**src/rtl/evo_pkg.sv**
```systemverilog
package evo_pkg;

   typedef enum logic [2:0] {
      ST_IDLE    = 3'd0,
      ST_MUTATE  = 3'd1,
      ST_LOAD    = 3'd2,
      ST_WAIT    = 3'd3,
      ST_COMPARE = 3'd4,
      ST_NEXT    = 3'd5,
      ST_DONE    = 3'd6
   } evo_state_e;

   localparam logic [15:0] LFSR_TAPS = 16'hB400;
   localparam logic [15:0] LFSR_INIT = 16'hACE1;

endpackage

```
**src/rtl/evo_lfsr.sv**
```systemverilog
module evo_lfsr #(
   parameter int          WIDTH = 16,
   parameter logic [15:0] TAPS  = evo_pkg::LFSR_TAPS,
   parameter logic [15:0] INIT  = evo_pkg::LFSR_INIT
) (
   input  logic             clk,
   input  logic             rst_n,
   output logic [WIDTH-1:0] rnd
);

   initial begin
      if (WIDTH != 16) $error("evo_lfsr: WIDTH must be 16");
      if (INIT == 16'h0) $error("evo_lfsr: INIT must be nonzero");
   end

   logic [WIDTH-1:0] state_q;

   always_ff @(posedge clk or negedge rst_n) begin
      if (!rst_n) begin
         state_q <= INIT;
      end else if (state_q[0]) begin
         state_q <= (state_q >> 1) ^ TAPS;
      end else begin
         state_q <= state_q >> 1;
      end
   end

   assign rnd = state_q;

endmodule

```
**src/rtl/evo_mutator.sv**
```systemverilog
module evo_mutator #(
   parameter int CHROM_W = 20,
   parameter int RND_W   = 16,
   parameter int POS_W   = (CHROM_W > 1) ? $clog2(CHROM_W) : 1
) (
   input  logic [RND_W-1:0]   rnd,
   input  logic [CHROM_W-1:0] parent,
   output logic [POS_W-1:0]   pos,
   output logic [CHROM_W-1:0] child
);

   localparam bit POW2 = ((CHROM_W & (CHROM_W - 1)) == 0);

   initial begin
      if (CHROM_W < 2) $error("evo_mutator: CHROM_W must be at least 2");
      if (CHROM_W > (1 << RND_W)) $error("evo_mutator: CHROM_W exceeds random range");
   end

   generate
      if (POW2) begin : g_mask
         assign pos = rnd[POS_W-1:0];
      end else begin : g_mod
         logic [RND_W-1:0] rem;
         assign rem = rnd % RND_W'(CHROM_W);
         assign pos = rem[POS_W-1:0];
      end
   endgenerate

   logic [CHROM_W-1:0] flip_mask;
   assign flip_mask = CHROM_W'(1) << pos;
   assign child     = parent ^ flip_mask;

endmodule

```
**src/rtl/evo_word_sel.sv**
```systemverilog
module evo_word_sel #(
   parameter int CHROM_W = 20,
   parameter int WORD_W  = 8,
   parameter int AW      = 2
) (
   input  logic [CHROM_W-1:0] chrom,
   input  logic [AW-1:0]      sel,
   output logic [WORD_W-1:0]  word
);

   localparam int NWORDS = (CHROM_W + WORD_W - 1) / WORD_W;
   localparam int PAD_W  = NWORDS * WORD_W - CHROM_W;

   logic [NWORDS*WORD_W-1:0] padded;

   generate
      if (PAD_W == 0) begin : g_exact
         assign padded = chrom;
      end else begin : g_pad
         assign padded = {{PAD_W{1'b0}}, chrom};
      end
   endgenerate

   always_comb begin
      word = '0;
      for (int k = 0; k < NWORDS; k++) begin
         if (int'(sel) == k) word = padded[k*WORD_W +: WORD_W];
      end
   end

endmodule

```
**src/rtl/gen_evo_ctrl.sv**
```systemverilog
module gen_evo_ctrl #(
   parameter int CHROM_W = 20,
   parameter int WORD_W  = 8,
   parameter int CFG_AW  = 2,
   parameter int FIT_W   = 16,
   parameter int GEN_W   = 16,
   parameter int POP     = 4
) (
   input  logic               clk,
   input  logic               rst_n,
   input  logic               start,
   input  logic [CHROM_W-1:0] seed_chrom,
   input  logic [GEN_W-1:0]   gen_limit,
   input  logic               fit_valid,
   input  logic [FIT_W-1:0]   fit_value,
   output logic               fit_req,
   output logic               cfg_we,
   output logic [CFG_AW-1:0]  cfg_addr,
   output logic [WORD_W-1:0]  cfg_data,
   output logic               busy,
   output logic               done,
   output logic [CHROM_W-1:0] best_chrom,
   output logic [FIT_W-1:0]   best_fit
);
   import evo_pkg::*;

   localparam int CFG_WORDS = (CHROM_W + WORD_W - 1) / WORD_W;
   localparam int IDX_W     = (POP > 1) ? $clog2(POP) : 1;
   localparam int POS_W     = (CHROM_W > 1) ? $clog2(CHROM_W) : 1;
   localparam int RND_W     = 16;
   localparam logic [IDX_W-1:0]  IDX_LAST  = IDX_W'(POP - 1);
   localparam logic [CFG_AW-1:0] WORD_LAST = CFG_AW'(CFG_WORDS - 1);

   initial begin
      if (POP < 2 || (POP & (POP - 1)) != 0) $error("gen_evo_ctrl: POP must be a power of two >= 2");
      if ((1 << CFG_AW) < CFG_WORDS) $error("gen_evo_ctrl: CFG_AW too narrow for chromosome");
      if (WORD_W < 1 || FIT_W < 1 || GEN_W < 1) $error("gen_evo_ctrl: widths must be positive");
   end

   evo_state_e         state_q;
   logic [IDX_W-1:0]   idx_q;
   logic [CFG_AW-1:0]  word_q;
   logic [GEN_W-1:0]   gen_q;
   logic [GEN_W-1:0]   lim_q;
   logic               reload_q;
   logic [CHROM_W-1:0] best_q;
   logic [FIT_W-1:0]   best_fit_q;
   logic [CHROM_W-1:0] chrom_mem [POP];
   logic [FIT_W-1:0]   fit_reg   [POP];

   logic [RND_W-1:0]   rnd;
   logic [POS_W-1:0]   mut_pos;
   logic [CHROM_W-1:0] mutant;
   logic [CHROM_W-1:0] load_src;
   logic [WORD_W-1:0]  load_word;
   logic               cand_better;
   logic               last_gen;

   evo_lfsr #(.WIDTH(RND_W)) i_lfsr (
      .clk   (clk),
      .rst_n (rst_n),
      .rnd   (rnd)
   );

   evo_mutator #(.CHROM_W(CHROM_W), .RND_W(RND_W), .POS_W(POS_W)) i_mut (
      .rnd    (rnd),
      .parent (best_q),
      .pos    (mut_pos),
      .child  (mutant)
   );

   assign load_src = reload_q ? best_q : chrom_mem[idx_q];

   evo_word_sel #(.CHROM_W(CHROM_W), .WORD_W(WORD_W), .AW(CFG_AW)) i_wsel (
      .chrom (load_src),
      .sel   (word_q),
      .word  (load_word)
   );

   assign cand_better = (fit_reg[idx_q] > best_fit_q);
   assign last_gen    = ({1'b0, gen_q} + {{GEN_W{1'b0}}, 1'b1}) == {1'b0, lim_q};

   always_ff @(posedge clk or negedge rst_n) begin
      if (!rst_n) begin
         state_q    <= ST_IDLE;
         idx_q      <= '0;
         word_q     <= '0;
         gen_q      <= '0;
         lim_q      <= '0;
         reload_q   <= 1'b0;
         best_q     <= '0;
         best_fit_q <= '0;
         for (int i = 0; i < POP; i++) begin
            chrom_mem[i] <= '0;
            fit_reg[i]   <= '0;
         end
      end else begin
         case (state_q)
            ST_IDLE: begin
               if (start) begin
                  best_q     <= seed_chrom;
                  best_fit_q <= '0;
                  idx_q      <= '0;
                  word_q     <= '0;
                  gen_q      <= '0;
                  lim_q      <= gen_limit;
                  if (gen_limit == '0) begin
                     reload_q <= 1'b1;
                     state_q  <= ST_LOAD;
                  end else begin
                     reload_q <= 1'b0;
                     state_q  <= ST_MUTATE;
                  end
               end
            end
            ST_MUTATE: begin
               chrom_mem[idx_q] <= mutant;
               word_q           <= '0;
               state_q          <= ST_LOAD;
            end
            ST_LOAD: begin
               if (word_q == WORD_LAST) begin
                  word_q  <= '0;
                  state_q <= reload_q ? ST_DONE : ST_WAIT;
               end else begin
                  word_q <= word_q + 1'b1;
               end
            end
            ST_WAIT: begin
               if (fit_valid) begin
                  fit_reg[idx_q] <= fit_value;
                  state_q        <= ST_COMPARE;
               end
            end
            ST_COMPARE: begin
               if (cand_better) begin
                  best_q     <= chrom_mem[idx_q];
                  best_fit_q <= fit_reg[idx_q];
               end
               state_q <= ST_NEXT;
            end
            ST_NEXT: begin
               if (idx_q == IDX_LAST) begin
                  idx_q <= '0;
                  gen_q <= gen_q + 1'b1;
                  if (last_gen) begin
                     reload_q <= 1'b1;
                     word_q   <= '0;
                     state_q  <= ST_LOAD;
                  end else begin
                     state_q <= ST_MUTATE;
                  end
               end else begin
                  idx_q   <= idx_q + 1'b1;
                  state_q <= ST_MUTATE;
               end
            end
            ST_DONE: begin
               reload_q <= 1'b0;
               state_q  <= ST_IDLE;
            end
            default: state_q <= ST_IDLE;
         endcase
      end
   end

   assign fit_req    = (state_q == ST_WAIT);
   assign cfg_we     = (state_q == ST_LOAD);
   assign cfg_addr   = word_q;
   assign cfg_data   = load_word;
   assign busy       = (state_q != ST_IDLE);
   assign done       = (state_q == ST_DONE);
   assign best_chrom = best_q;
   assign best_fit   = best_fit_q;

endmodule

```
**config.mk**
```make
export PLATFORM = sky130hd
export DESIGN_NAME = gen_evo_ctrl
export DESIGN_NICKNAME = d
export VERILOG_FILES = /design/src/rtl/evo_pkg.sv /design/src/rtl/evo_lfsr.sv /design/src/rtl/evo_mutator.sv /design/src/rtl/evo_word_sel.sv /design/src/rtl/gen_evo_ctrl.sv
export SDC_FILE = /design/constraint.sdc
export NUM_CORES = 1
export LEC_CHECK = 0
export ABC_AREA = 1
export BUFFER_PORTS_ARGS = -buffer_cell sky130_fd_sc_hd__buf_2
export CAP_MARGIN = 20
export CORE_UTILIZATION = 50
export DETAILED_ROUTE_END_ITERATION = 16
export HOLD_SLACK_MARGIN = 0.15
export PLACE_DENSITY = 0.69
export REMOVE_ABC_BUFFERS = 1
export SYNTH_ARGS = -nofsm -noshare
export SYNTH_HDL_FRONTEND = slang
export SYNTH_SLANG_ARGS = --single-unit
```
**constraint.sdc**
```tcl
create_clock -name clk -period 12.4 [get_ports clk]
set_input_delay 1.24 -clock clk [delete_from_list [all_inputs] [get_ports clk]]
set_output_delay 1.24 -clock clk [all_outputs]
set_load 0.005 [all_outputs]
```
Word-level counts from Yosys, hierarchy flattened:

Index checks and enable logic that the tools add are counted.

* eq/ne operators: 17
* $lt $le $gt $ge: 3
* mux-type cells: 45
* bitwise operators: 3
* shifts and indexed selects: 1
* add/sub/neg operators: 4
* divide/modulo/power cells: 1
* multipliers: 0
* reductions and logical operators: 17

Operators with widths (number)
* $mux W20: 6
* $mux W16: 7
* $bwmux W80: 1
* $bwmux W64: 1
* $pmux W16 S2: 2
* $bmux W20 S2: 1
* $demux W20 S2: 1
* $pmux W20 S2: 1
* $bmux W16 S2: 1
* $demux W16 S2: 1
* $mux W8: 3
* $shl A1 B5 Y20 const A: 1
* $xor A20 B20 Y20: 1
* $pmux W3 S6: 1
* $add A16 B1 Y17 const B: 1
* $eq A17 B16 Y1: 1
* $add A16 B1 Y16 const B: 1
* $gt A16 B16 Y1: 1
* $logic_not A16 Y1: 1
* $mod A16 B5 Y16 const B: 1
* $mux W3: 5
* $mux W2: 7
* $ne A2 B2 Y1 const B: 5
* $eq A3 B3 Y1 const B: 3
* other kinds (22): 37

* memories: 0
* logic and storage cells: 108
* bits in read-only memories: 0
* bits in latches: 0
* output and inout port bits: 50
* bits in writable memories: 0
* flip-flop bits (word level): 236

Depth between registers and ports, before layout:

Gate-level depths: netlist of the first run.

* depth in word-level cells: 8
* depth in mapped cells: 62
* depth with buffers taken out: 62

By module:

A second synthesis of the first run with hierarchy kept.

* cells, all modules: 1768
* area, all modules: 13138.9 um^2

By module, submodules not included
* gen_evo_ctrl: area an instance 10939.2 um^2, times used 1, cells each 1386
* evo_mutator: area an instance 1591.5 um^2, times used 1, cells each 321
* evo_lfsr: area an instance 459.2 um^2, times used 1, cells each 29
* evo_word_sel: area an instance 148.9 um^2, times used 1, cells each 32

Least setup slack after synthesis of the first run:

No wires, ideal clock.

* kind: register -> register
* start: register i_lfsr.state_q[15] (netlist: i_lfsr.rnd[15])
* end: register chrom_mem[14] (netlist bit)
* required time: 12283 ps
* setup time: 117 ps
* arrival time: 4599 ps
* buffers on the path: 1
* period minus slack after synthesis: 4716 ps
* setup slack: 7684 ps
* cell stages (with the launch flop): 59
* cells stage by stage: dfstp_2 inv_1 o21ai_1 nand3_1 o211ai_1 nand2_1 inv_2 nand2_2 nand2_2 nand2_1 nand2_2 inv_2 nand2_2 nand2_2 nand2_1 nand2_1 inv_2 nand2_4 [... 23 more ...] nand2_1 nand2_1 inv_2 nand2_2 nand2_2 nand2_1 nand2_1 inv_2 nand2_4 nand2_4 nand2_2 nand2_4 buf_6 nand2_2 o21ai_2 nand2_2 nand2_1 nand2_1

* word-level cells in the longest chain between the ends: 4

Ends and longest elaborated chain
* from (decl): RTL line evo_lfsr.sv:16 `logic [WIDTH-1:0] state_q;`
* from (signal assigned): RTL line evo_lfsr.sv:22 `state_q <= (state_q >> 1) ^ TAPS;`
* from (signal assigned): RTL line evo_lfsr.sv:24 `state_q <= state_q >> 1;`
* $mod A16 B5 Y16: RTL line evo_mutator.sv:24 `assign rem = rnd % RND_W'(CHROM_W);`
* $shl A1 B5 Y20: RTL line evo_mutator.sv:30 `assign flip_mask = CHROM_W'(1) << pos;`
* $xor A20 B20 Y20: RTL line evo_mutator.sv:31 `assign child = parent ^ flip_mask;`
* $bwmux W80: RTL line gen_evo_ctrl.sv:117 `chrom_mem[idx_q] <= mutant;`
* to (signal, indexed assignment): RTL line gen_evo_ctrl.sv:117
* to (decl): RTL line gen_evo_ctrl.sv:48 `logic [CHROM_W-1:0] chrom_mem [POP];`

No other way between the ends.
A chain may end at the register's enable or synchronous reset.

Worst setup path in the final report of the first run:

* start: register i_lfsr.state_q[15] (netlist: i_lfsr.rnd[15])
* end: register chrom_mem[21] (netlist bit)

The elaborated chain is that of the path after synthesis.

==> impl_metrics.py, run 1 <==
metrics = {
    "run_status": {
        "status": "finished clean",
    },
    "sta": {
        "rsz0062_at_grt": "no",
        "slew_headroom_pct": 33.0,
        "worst_slack_ps": 6820,
        "period_needed_ps": 5580,
        "min_period_over_period_pct": 45.0,
        "tns_ps": 0,
        "worstMarginPinSlew_ps": 1000,
        "hold_violations": 0,
        "fmax_mhz": 179,
        "clock_skew_ps": 22.5,
        "maxSlewViolCount": 0,
        "setup_viol": 0,
    },
    "cells_and_area": {
        "largest_register_ffs": 80,
        "nNetsFinal": 1819,
        "final_common_cell": "nand2_1",
        "areaGrowthSynthToFinish_pct": 12.5,
        "fill_cells": 2337,
        "layout_common_cells": "nand2_1, dfrtp_1, o21ai_0, inv_1, buf_2",
        "antenna_cells": 0,
        "drive_above_1_share_pct": 15.2,
    },
    "yosys": {
        "synth_top_flop_cell": "dfrtp_1",
        "synth_edf_count": 0,
        "synth_area_mm2": 0.0128,
        "async_flop_share_pct": 100,
        "ys_seq_area_share_pct": 46.0,
        "synth_warnings": 0,
        "ys_ff_latch": 236,
        "synth_cell_types": 46,
        "synthCells": 1668,
        "syn_area_per_cell_um2": 7.70,
    },
    "routing": {
        "drtIter0Drc": 1127,
        "remaining_drc_errors": 0,
        "drt_wl_total_mm": 34.6,
        "drtAntennaViolNets": 0,
        "via_per_inst": 5.51,
        "num_vias": 11500,
        "first_pass_iters": 5,
        "wl_per_cell_um": 16.6,
    },
    "die": {
        "rows": 58,
        "coreArea_mm2": 0.0252,
        "initial_core_util_pct": 51.0,
        "die_area_mm2": 0.0263,
        "die_h_um": 162,
        "ioPinCount": 106,
        "die_w_um": 162,
    },
    "setup_path": {
        "critPathMaxStageDelay_ps": 580,
        "arrival_ps": 6000,
        "cp_common_cell": "nand2_2",
        "slowest_stage": "dfstp_2",
        "endpoint_kind": "register",
        "worstSetupStartpointType": "register",
        "crit_type": "register to register",
        "crit_fanout": 14,
        "critical_path_required_ps": 12820,
    },
    "global_routing": {
        "grt_usage_pct": 26.8,
        "grt_pass1_wl_mm": 56.3,
        "antenna_found_initial": 1,
        "grt_pass1_vias": 11000,
        "grt_max_degree": 84,
        "grt_overflow": 0,
    },
    "power": {
        "powerDensity_mw_per_mm2": 219,
        "ir_drop_v": 0.000129,
        "p_leak_uw": 0.00739,
    },
    "placement": {
        "dp_slack_ps": 6890,
        "portBuffers": 105,
        "dpl.hpwl_mm": 21.8,
        "gp_congestion": 0.878,
    },
    "clocking": {
        "cts_root_buf": "clkbuf_16",
        "clkLatencyLatePin_ps": 550,
        "path_clk_slew_ps": 60,
        "cts.sinks": 236,
        "postCtsHoldBufs": 0,
        "clockBufferDepth": 3,
        "cts_buffers": 26,
        "tritoncts": "yes",
        "h-tree-depth": 1,
        "cts_resized": 0,
        "post_cts_buffers": 0,
    },
    "run": {
        "max_cap_violations": 0,
    },
    "worst_hold_path": {
        "hp-class": "register to register",
    },
}
[where the power goes]
| group | total, µW | switching [µW] | leakage (µW) | internal, µW |
|---|---|---|---|---|
| clock network | 780 | 321 | 0.000417 | 460 |
| registers | 1190 | 171 | 0.00311 | 1020 |
| logic | 1200 | 763 | 0.00386 | 440 |
[cell type report]
type                       instances  area (µm²)  share of cell area [%]
clock buffer                      39         749                    5.18
sequential                       236        5920                    40.9
multi-input combinational       1193        5970                    41.3
timing repair buffer             122         683                    4.73
inverter                         163         612                    4.23
tap                              330         413                    2.86
clock inverter                     7         113                   0.779
[metal layers]
layer,routed length (µm),share of wire (%),vias up,track usage (%)
li1,-,-,5614,-
met1,15400,45,5474,37.5
met2,15800,46,371,42.9
met3,2510,7.2,55,4.01
met4,909,2.6,2,8.23
met5,8,0.023,-,0
[cell families (layout without fill, tap and decap cells)]
group	Yosys count	count (layout)	synth area share, %
buf+inv	239	331	7.58
simple gates	831	831	28.2
compound gates	318	318	14.5
mux	1	1	0.0876
flops	236	236	46.0
xor+xnor	22	22	1.50
fa+ha+maj	21	21	2.05
[path summary, 6_finish.rpt]
path | slack, ps | start | to | depth (start not counted)
max | 6820 | i_lfsr.rnd[15] | chrom_mem[21] | 55
min | 390 | i_lfsr.rnd[7] | i_lfsr.rnd[6] | 0
max reg2reg | 6820 | i_lfsr.rnd[15] | chrom_mem[21] | 55
min reg2reg | 390 | i_lfsr.rnd[7] | i_lfsr.rnd[6] | 0
max in group asynchronous | 9750 | rst_n | chrom_mem[7] | 4
min in group asynchronous | 680 | rst_n | lim_q[7] | 1
[synth_stat cells (4+ instances only)]
cell type      count  area share [%]
nor4_1             9            0.44
o22ai_1           29             1.4
dlygate4sd1_1      4            0.27
nor3_1            10            0.39
a32o_1            23             1.8
buf_2              7            0.27
ha_1              21             2.0
clkbuf_1          52             1.5
inv_1            145             4.2
o211ai_1          29             1.7
xor2_1            16             1.1
o21ai_1           12            0.47
xnor2_1            6            0.41
a21oi_1           42             1.6
buf_4              5            0.29
nand2_4           10            0.88
nand2_2           43             2.1
o21ai_0          169             6.6
or2_2              5            0.24
dfrtp_1          228              44
nand3_2            9            0.70
nand3_1           91             3.5
buf_1              4            0.12
nand2_1          555              16
inv_2             17            0.50
dfstp_2            8             1.6
nor2_1            64             1.9
o21ai_2            5            0.34
nand4_1           26             1.3
[stage by stage]
stage	power [µW]	std cells	instance area, µm²	util [%]	hold WS [ps]
6_report	3170	2090	14500	57.4	393
4_1_cts	3180	2089	14400	57.3	395
5_1_grt	3400	2090	14500	57.4	399
3_3_place_gp	2350	2043	13600	53.9	383
2_1_floorplan	1950	1592	12500	-	368
3_5_place_dp	2380	2043	13600	53.9	386
[critical path, delay by kind of cell (launching register included)]
family	cells	cell delay (ps)
simple gates	46	4220
buf+inv	7	380
compound gates	2	290
flops	1	580
No activity file was read; power rests on OpenSTA's default activity.
==> run 2, diff against run 1 <==
--- a/config.mk
+++ b/config.mk
@@ -5,7 +5,7 @@
 export SDC_FILE = /design/constraint.sdc
 export NUM_CORES = 1
 export LEC_CHECK = 0
-export ABC_AREA = 1
+export ABC_AREA = 0
 export BUFFER_PORTS_ARGS = -buffer_cell sky130_fd_sc_hd__buf_2
 export CAP_MARGIN = 20
 export CORE_UTILIZATION = 50
==> constraint.sdc (replaced) <==
create_clock -name clk -period 5.6 [get_ports clk]
set_input_delay 0.56 -clock clk [delete_from_list [all_inputs] [get_ports clk]]
set_output_delay 0.56 -clock clk [all_outputs]
set_load 0.005 [all_outputs]
==> impl_metrics.py, run 2 <==
metrics = {
    "routing": {
        "num_vias": 9800,
        "first_pass_iters": 5,
        "via_per_inst": 5.80,
        "drtAntennaViolNets": 0,
        "drt_wl_total_mm": 30.5,
        "drtIter0Drc": 880,
        "remaining_drc_errors": 0,
        "wl_per_cell_um": 18.1,
    },
    "power": {
        "powerDensity_mw_per_mm2": 456,
        "p_leak_uw": 0.00652,
        "ir_drop_v": 0.000296,
    },
    "sta": {
        "fmax_mhz": 192,
        "rsz0062_at_grt": "no",
        "clock_skew_ps": 17.9,
        "tns_ps": 0,
        "worst_slack_ps": 390,
        "maxSlewViolCount": 0,
        "worstMarginPinSlew_ps": 1040,
        "hold_violations": 0,
        "min_period_over_period_pct": 93.0,
        "period_needed_ps": 5210,
        "slew_headroom_pct": 30.4,
        "setup_viol": 0,
    },
    "yosys": {
        "synth.most_common_cell": "nand2_1",
        "synth_area_mm2": 0.0129,
        "syn_area_per_cell_um2": 10.1,
        "synthCells": 1274,
        "synth_cell_types": 84,
        "yosys.area.top_type": "dfrtp_1",
        "synthTopCellsByCount": "nand2_1, dfrtp_1, o21ai_0",
        "yosys-top-cells-area": "dfrtp_1, mux4_2, nand2_1",
        "synth_top_flop_cell": "dfrtp_1",
        "ys_seq_area_share_pct": 45.8,
        "synth_warnings": 0,
        "yosysTopAreaCellShare_pct": 44.2,
        "ys_ff_latch": 236,
        "async_flop_share_pct": 100,
        "synth_edf_count": 0,
    },
    "worst_hold_path": {
        "hp-class": "input port to asynchronous set/reset pin",
    },
    "global_routing": {
        "antenna_found_initial": 1,
        "grt_max_degree": 137,
        "grt_pass1_vias": 9524,
        "grt_pass1_wl_mm": 50.3,
        "grt_overflow": 0,
        "grt_usage_pct": 23.7,
    },
    "setup_path": {
        "critPathMaxStageDelay_ps": 610,
        "rr_startpoint": "i_lfsr.rnd[12]",
        "timing.reg2reg.setup_slack_ps": 390,
        "slowest_stage": "dfrtp_1",
        "arrival_ps": 5590,
        "path_buf_inv": 0,
        "crit_type": "register to register",
        "endpoint_kind": "register",
        "crit_fanout": 15,
        "critPathTopFamily": "simple AND/OR/NAND/NOR gates",
        "crit_chain": "nand2b_1 -> a2bb2oi_1 -> xnor2_1 -> o311ai_1 -> a21o_1 -> nor2_1 -> or4b_1 -> nor2_2 -> nor3_1 -> or4_4 -> or3_4 -> o31ai_4 -> nand3_1 -> xor2_1 -> o21ai_1",
        "r2r_cells": 15,
        "r2r-end": "chrom_mem[39]",
        "worstSetupStartpointType": "register",
        "startpoint": "i_lfsr.rnd[12]",
        "critical_path_required_ps": 5980,
    },
    "clocking": {
        "cts_buffers": 26,
        "clkLatencyLatePin_ps": 530,
        "clockBufferDepth": 3,
        "cts_root_buf": "clkbuf_16",
        "cts_resized": 0,
        "postCtsHoldBufs": 0,
        "cts.sinks": 236,
        "post_cts_buffers": 0,
        "path_clk_slew_ps": 60,
        "h-tree-depth": 1,
        "tritoncts": "yes",
    },
    "placement": {
        "dp_slack_ps": 382,
        "dpl.hpwl_mm": 20.5,
        "portBuffers": 105,
        "gp_congestion": 0.856,
    },
    "cells_and_area": {
        "final_common_cell": "nand2_1",
        "fill_cells": 2133,
        "drive_above_1_share_pct": 23.5,
        "layout_common_cells": "nand2_1, dfrtp_1, o21ai_0, buf_2, mux2_2",
        "areaGrowthSynthToFinish_pct": 13.5,
        "largest_register_ffs": 80,
        "nNetsFinal": 1416,
        "antenna_cells": 0,
    },
    "die": {
        "die_area_mm2": 0.0265,
        "rows": 58,
        "die_h_um": 163,
        "initial_core_util_pct": 51.1,
        "coreArea_mm2": 0.0253,
        "die_w_um": 163,
        "ioPinCount": 106,
    },
    "run": {
        "max_cap_violations": 0,
    },
    "run_status": {
        "status": "finished clean",
    },
}
## run 2: area by class of cell
class / count / area, µm² / area share [%]
clock inverter: 14 / 191 / 1.31
tap: 330 / 413 / 2.82
sequential: 236 / 5920 / 40.4
timing repair buffer: 122 / 676 / 4.61
clock buffer: 34 / 762 / 5.20
multi-input combinational: 925 / 6580 / 44.9
inverter: 28 / 105 / 0.717
## run 2: cells by family (layout without fill, tap and decap cells)
family	Yosys count	after routing	share of synthesized area, %
buffers and inverters	113	198	3.44
AO/OA/AOI/OAI	277	277	13.6
AND/OR/NAND/NOR	437	437	16.1
XOR/XNOR	55	55	3.73
adder cells (fa/ha/maj)	21	21	2.04
flip-flops	236	236	45.8
multiplexers	135	135	15.3
## run 2: worst max path at each step
stage | to | slack, ps | depth (start not counted)
finish | chrom_mem[39] | 390 | 15
global route | chrom_mem[70] | 60 | 15
CTS | chrom_mem[39] | 360 | 15
detailed placement | chrom_mem[16] | 380 | 15
global placement | chrom_mem[19] | 490 | 15
floorplan | best_chrom[0] | -1360 | 4
## run 2: routing by layer
metal  part of all wire (%)  global-route usage, %  vias to the layer above
met5                  0.043                      0                        -
met4                    1.2                   4.67                        2
met3                    4.7                   2.95                       26
met2                     47                   37.7                      244
met1                     47                   35.1                     4814
li1                       -                      -                     4714
## run 2: per-stage QoR
step                hold slack (ps)  area (µm²)  cells  total power, µW  utilization [%]
floorplan                       264       12600   1189             4090                -
global placement                417       13700   1641             4780             54.2
detailed placement              417       13700   1641             4870             54.2
CTS                             224       14600   1689             6740             57.9
global route                    231       14700   1689             7130             58.0
finish                          181       14700   1689             6690             58.0
## run 2: report_power, final
part | switching [µW] | total (µW) | internal, µW
clock network | 705 | 1850 | 1150
logic | 1080 | 2140 | 1060
registers | 463 | 2690 | 2230
total | 2250 | 6690 | 4440
==> run 3, diff against run 2 <==
--- a/config.mk
+++ b/config.mk
@@ -8,6 +8,7 @@
 export ABC_AREA = 0
 export BUFFER_PORTS_ARGS = -buffer_cell sky130_fd_sc_hd__buf_2
 export CAP_MARGIN = 20
+export CORE_ASPECT_RATIO = 0.6
 export CORE_UTILIZATION = 50
 export DETAILED_ROUTE_END_ITERATION = 16
 export HOLD_SLACK_MARGIN = 0.15
==> impl_metrics.py, run 3 (synthesized netlist as in run 2, its figures left out) <==
metrics = {
    "run_status": {
        "status": "finished clean",
    },
    "sta": {
        "period_needed_ps": 5300,
        "setup_viol": 0,
        "clock_skew_ps": 23.0,
        "maxSlewViolCount": 0,
        "min_period_over_period_pct": 94.6,
        "hold_slack_ps": 237,
        "fmax_mhz": 189,
        "slew_headroom_pct": 37.1,
        "hold_violations": 0,
        "worstMarginPinSlew_ps": 941,
    },
    "cells_and_area": {
        "layout_common_cells": "nand2_1, dfrtp_1, o21ai_0, buf_2, mux2_2",
        "largest_register_ffs": 80,
        "fin_util_pct": 57.3,
        "fin_cells": 1688,
        "areaGrowthSynthToFinish_pct": 12.4,
        "drive_above_1_share_pct": 23.3,
        "nNetsFinal": 1419,
        "final_common_cell": "nand2_1",
    },
    "placement": {
        "portBuffers": 105,
        "dp_cells": 1645,
        "dpl.hpwl_mm": 22.7,
        "gp_congestion": 0.866,
    },
    "setup_path": {
        "crit_type": "register to register",
        "rr_startpoint": "i_lfsr.rnd[15]",
        "r2r_cells": 15,
        "crit_fanout": 17,
        "timing.reg2reg.setup_slack_ps": 300,
        "arrival_ps": 5690,
        "endpoint_kind": "register",
        "r2r-end": "chrom_mem[39]",
        "critical_path_required_ps": 6000,
        "worstSetupStartpointType": "register",
    },
    "routing": {
        "num_vias": 9970,
        "via_per_inst": 5.91,
        "wl_per_cell_um": 19.2,
        "remaining_drc_errors": 0,
        "drtAntennaViolNets": 0,
        "first_pass_iters": 5,
        "drt_wl_total_mm": 32.4,
        "drtIter0Drc": 1005,
    },
    "worst_hold_path": {
        "worstHoldStart": "gen_limit[0]",
        "hp-class": "input port to register",
        "whs_path_depth": 3,
        "hold_end": "lim_q[0]",
    },
    "die": {
        "initial_core_util_pct": 50.9,
        "coreArea_mm2": 0.0253,
        "ioPinCount": 106,
        "die_w_um": 209,
        "die_h_um": 126,
        "rows": 45,
        "die_area_mm2": 0.0265,
    },
    "clocking": {
        "clockBufferDepth": 3,
        "cts_root_buf": "clkbuf_16",
        "tritoncts": "yes",
        "h-tree-depth": 1,
        "clkLatencyLatePin_ps": 540,
        "path_clk_slew_ps": 60,
        "cts_buffers": 23,
        "cts.sinks": 236,
    },
    "global_routing": {
        "grt_overflow": 0,
        "grt_pass1_wl_mm": 52.3,
        "grt_pass1_vias": 9489,
        "grt_usage_pct": 25.1,
        "antenna_found_initial": 1,
        "grt_max_degree": 161,
    },
    "power": {
        "p_total_uw": 6450,
        "power_frac_comb_pct": 34.0,
        "p_clk_share_pct": 23.9,
        "switchingPower_uw": 2290,
        "p_leak_uw": 0.00645,
        "seqPwrFrac_pct": 42.1,
        "switching_share_pct": 35.4,
        "ir_drop_v": 0.000245,
        "powerDensity_mw_per_mm2": 444,
        "power.internal_uw": 4160,
    },
    "run": {
        "max_cap_violations": 0,
    },
}
-- run 3: cell count changes in the layout (fill, tap and decap cells not counted), moves of 2 or more --
| cell | change |
|---|---|
| clkbuf_16 | -4 |
| buf_4 | +4 |
| clkinv_4 | -2 |
| clkbuf_1 | +3 |
| clkbuf_8 | -2 |
| bufinv_16 | -3 |
-- run 3: routing by layer --
metal | wire length, µm | share of wire [%] | up-vias | track usage (%)
met1 | 16100 | 50 | 4898 | 39.6
met2 | 13300 | 41 | 318 | 35.5
met3 | 2480 | 7.7 | 36 | 5.30
li1 | - | - | 4718 | -
met5 | 0 | 0 | - | 0
met4 | 456 | 1.4 | 0 | 4.54
-- run 3: worst max-delay path, cell delays in order (launching register included) --
cell      delay, ps
dfstp_2         730
nand2b_1        140
a32oi_2         360
and2_1          290
o41ai_2         140
or4_1           680
a22oi_1         390
a31o_2          210
or3_1           310
nor3_1          120
or4_4           560
or3_4           420
o31ai_4         260
nand3_1         140
xor2_1          300
o21ai_1         100
-- run 3: layout make-up --
type,instances,area (µm²)
antenna,1,2.50
clock buffer,31,646
clock inverter,10,95.1
fill,2201,10800
inverter,28,105
multi-input combinational,925,6600
sequential,236,5920
tap,329,412
timing repair buffer,128,736
-- run 3: worst max-delay path by stage --
stage	slack [ps]	startpoint	to	depth (start not counted)
after floorplan	-1360	state_q[2]	best_chrom[0]	4
after global placement	240	i_lfsr.rnd[15]	chrom_mem[79]	15
after detailed placement	270	i_lfsr.rnd[15]	chrom_mem[19]	15
after CTS	250	i_lfsr.rnd[14]	chrom_mem[39]	15
after global routing	-5	i_lfsr.rnd[15]	chrom_mem[29]	15
final	300	i_lfsr.rnd[15]	chrom_mem[39]	15
-- run 3: stage by stage --
stage | setup slack (ps) | cell area (µm²) | TNS (ps)
3_3_place_gp | 245 | 13700 | 0
5_1_grt | -5.08 | 14500 | -9.21
2_1_floorplan | -1360 | 12600 | -48980
6_report | 302 | 14500 | 0
3_5_place_dp | 265 | 13700 | 0
4_1_cts | 254 | 14500 | 0
-- run 3: what timing repair did --
action | in CTS | in global routing
setup endpoints to repair | 0 | 65
endpoints found under the hold margin | 76 | 0
gates resized for setup | 0 | 8
hold buffers | 1 | 0
buffers inserted | 0 | 0
-- run 3: power by group through the flow --
stage | sequential [µW] | clock [µW] | combinational (µW)
after floorplan | 2590 | 0 | 1500
after global routing | 2790 | 1640 | 2450
final | 2720 | 1540 | 2190
after detailed placement | 2730 | 0 | 2190
after CTS | 2710 | 1570 | 2210
after global placement | 2710 | 0 | 2120
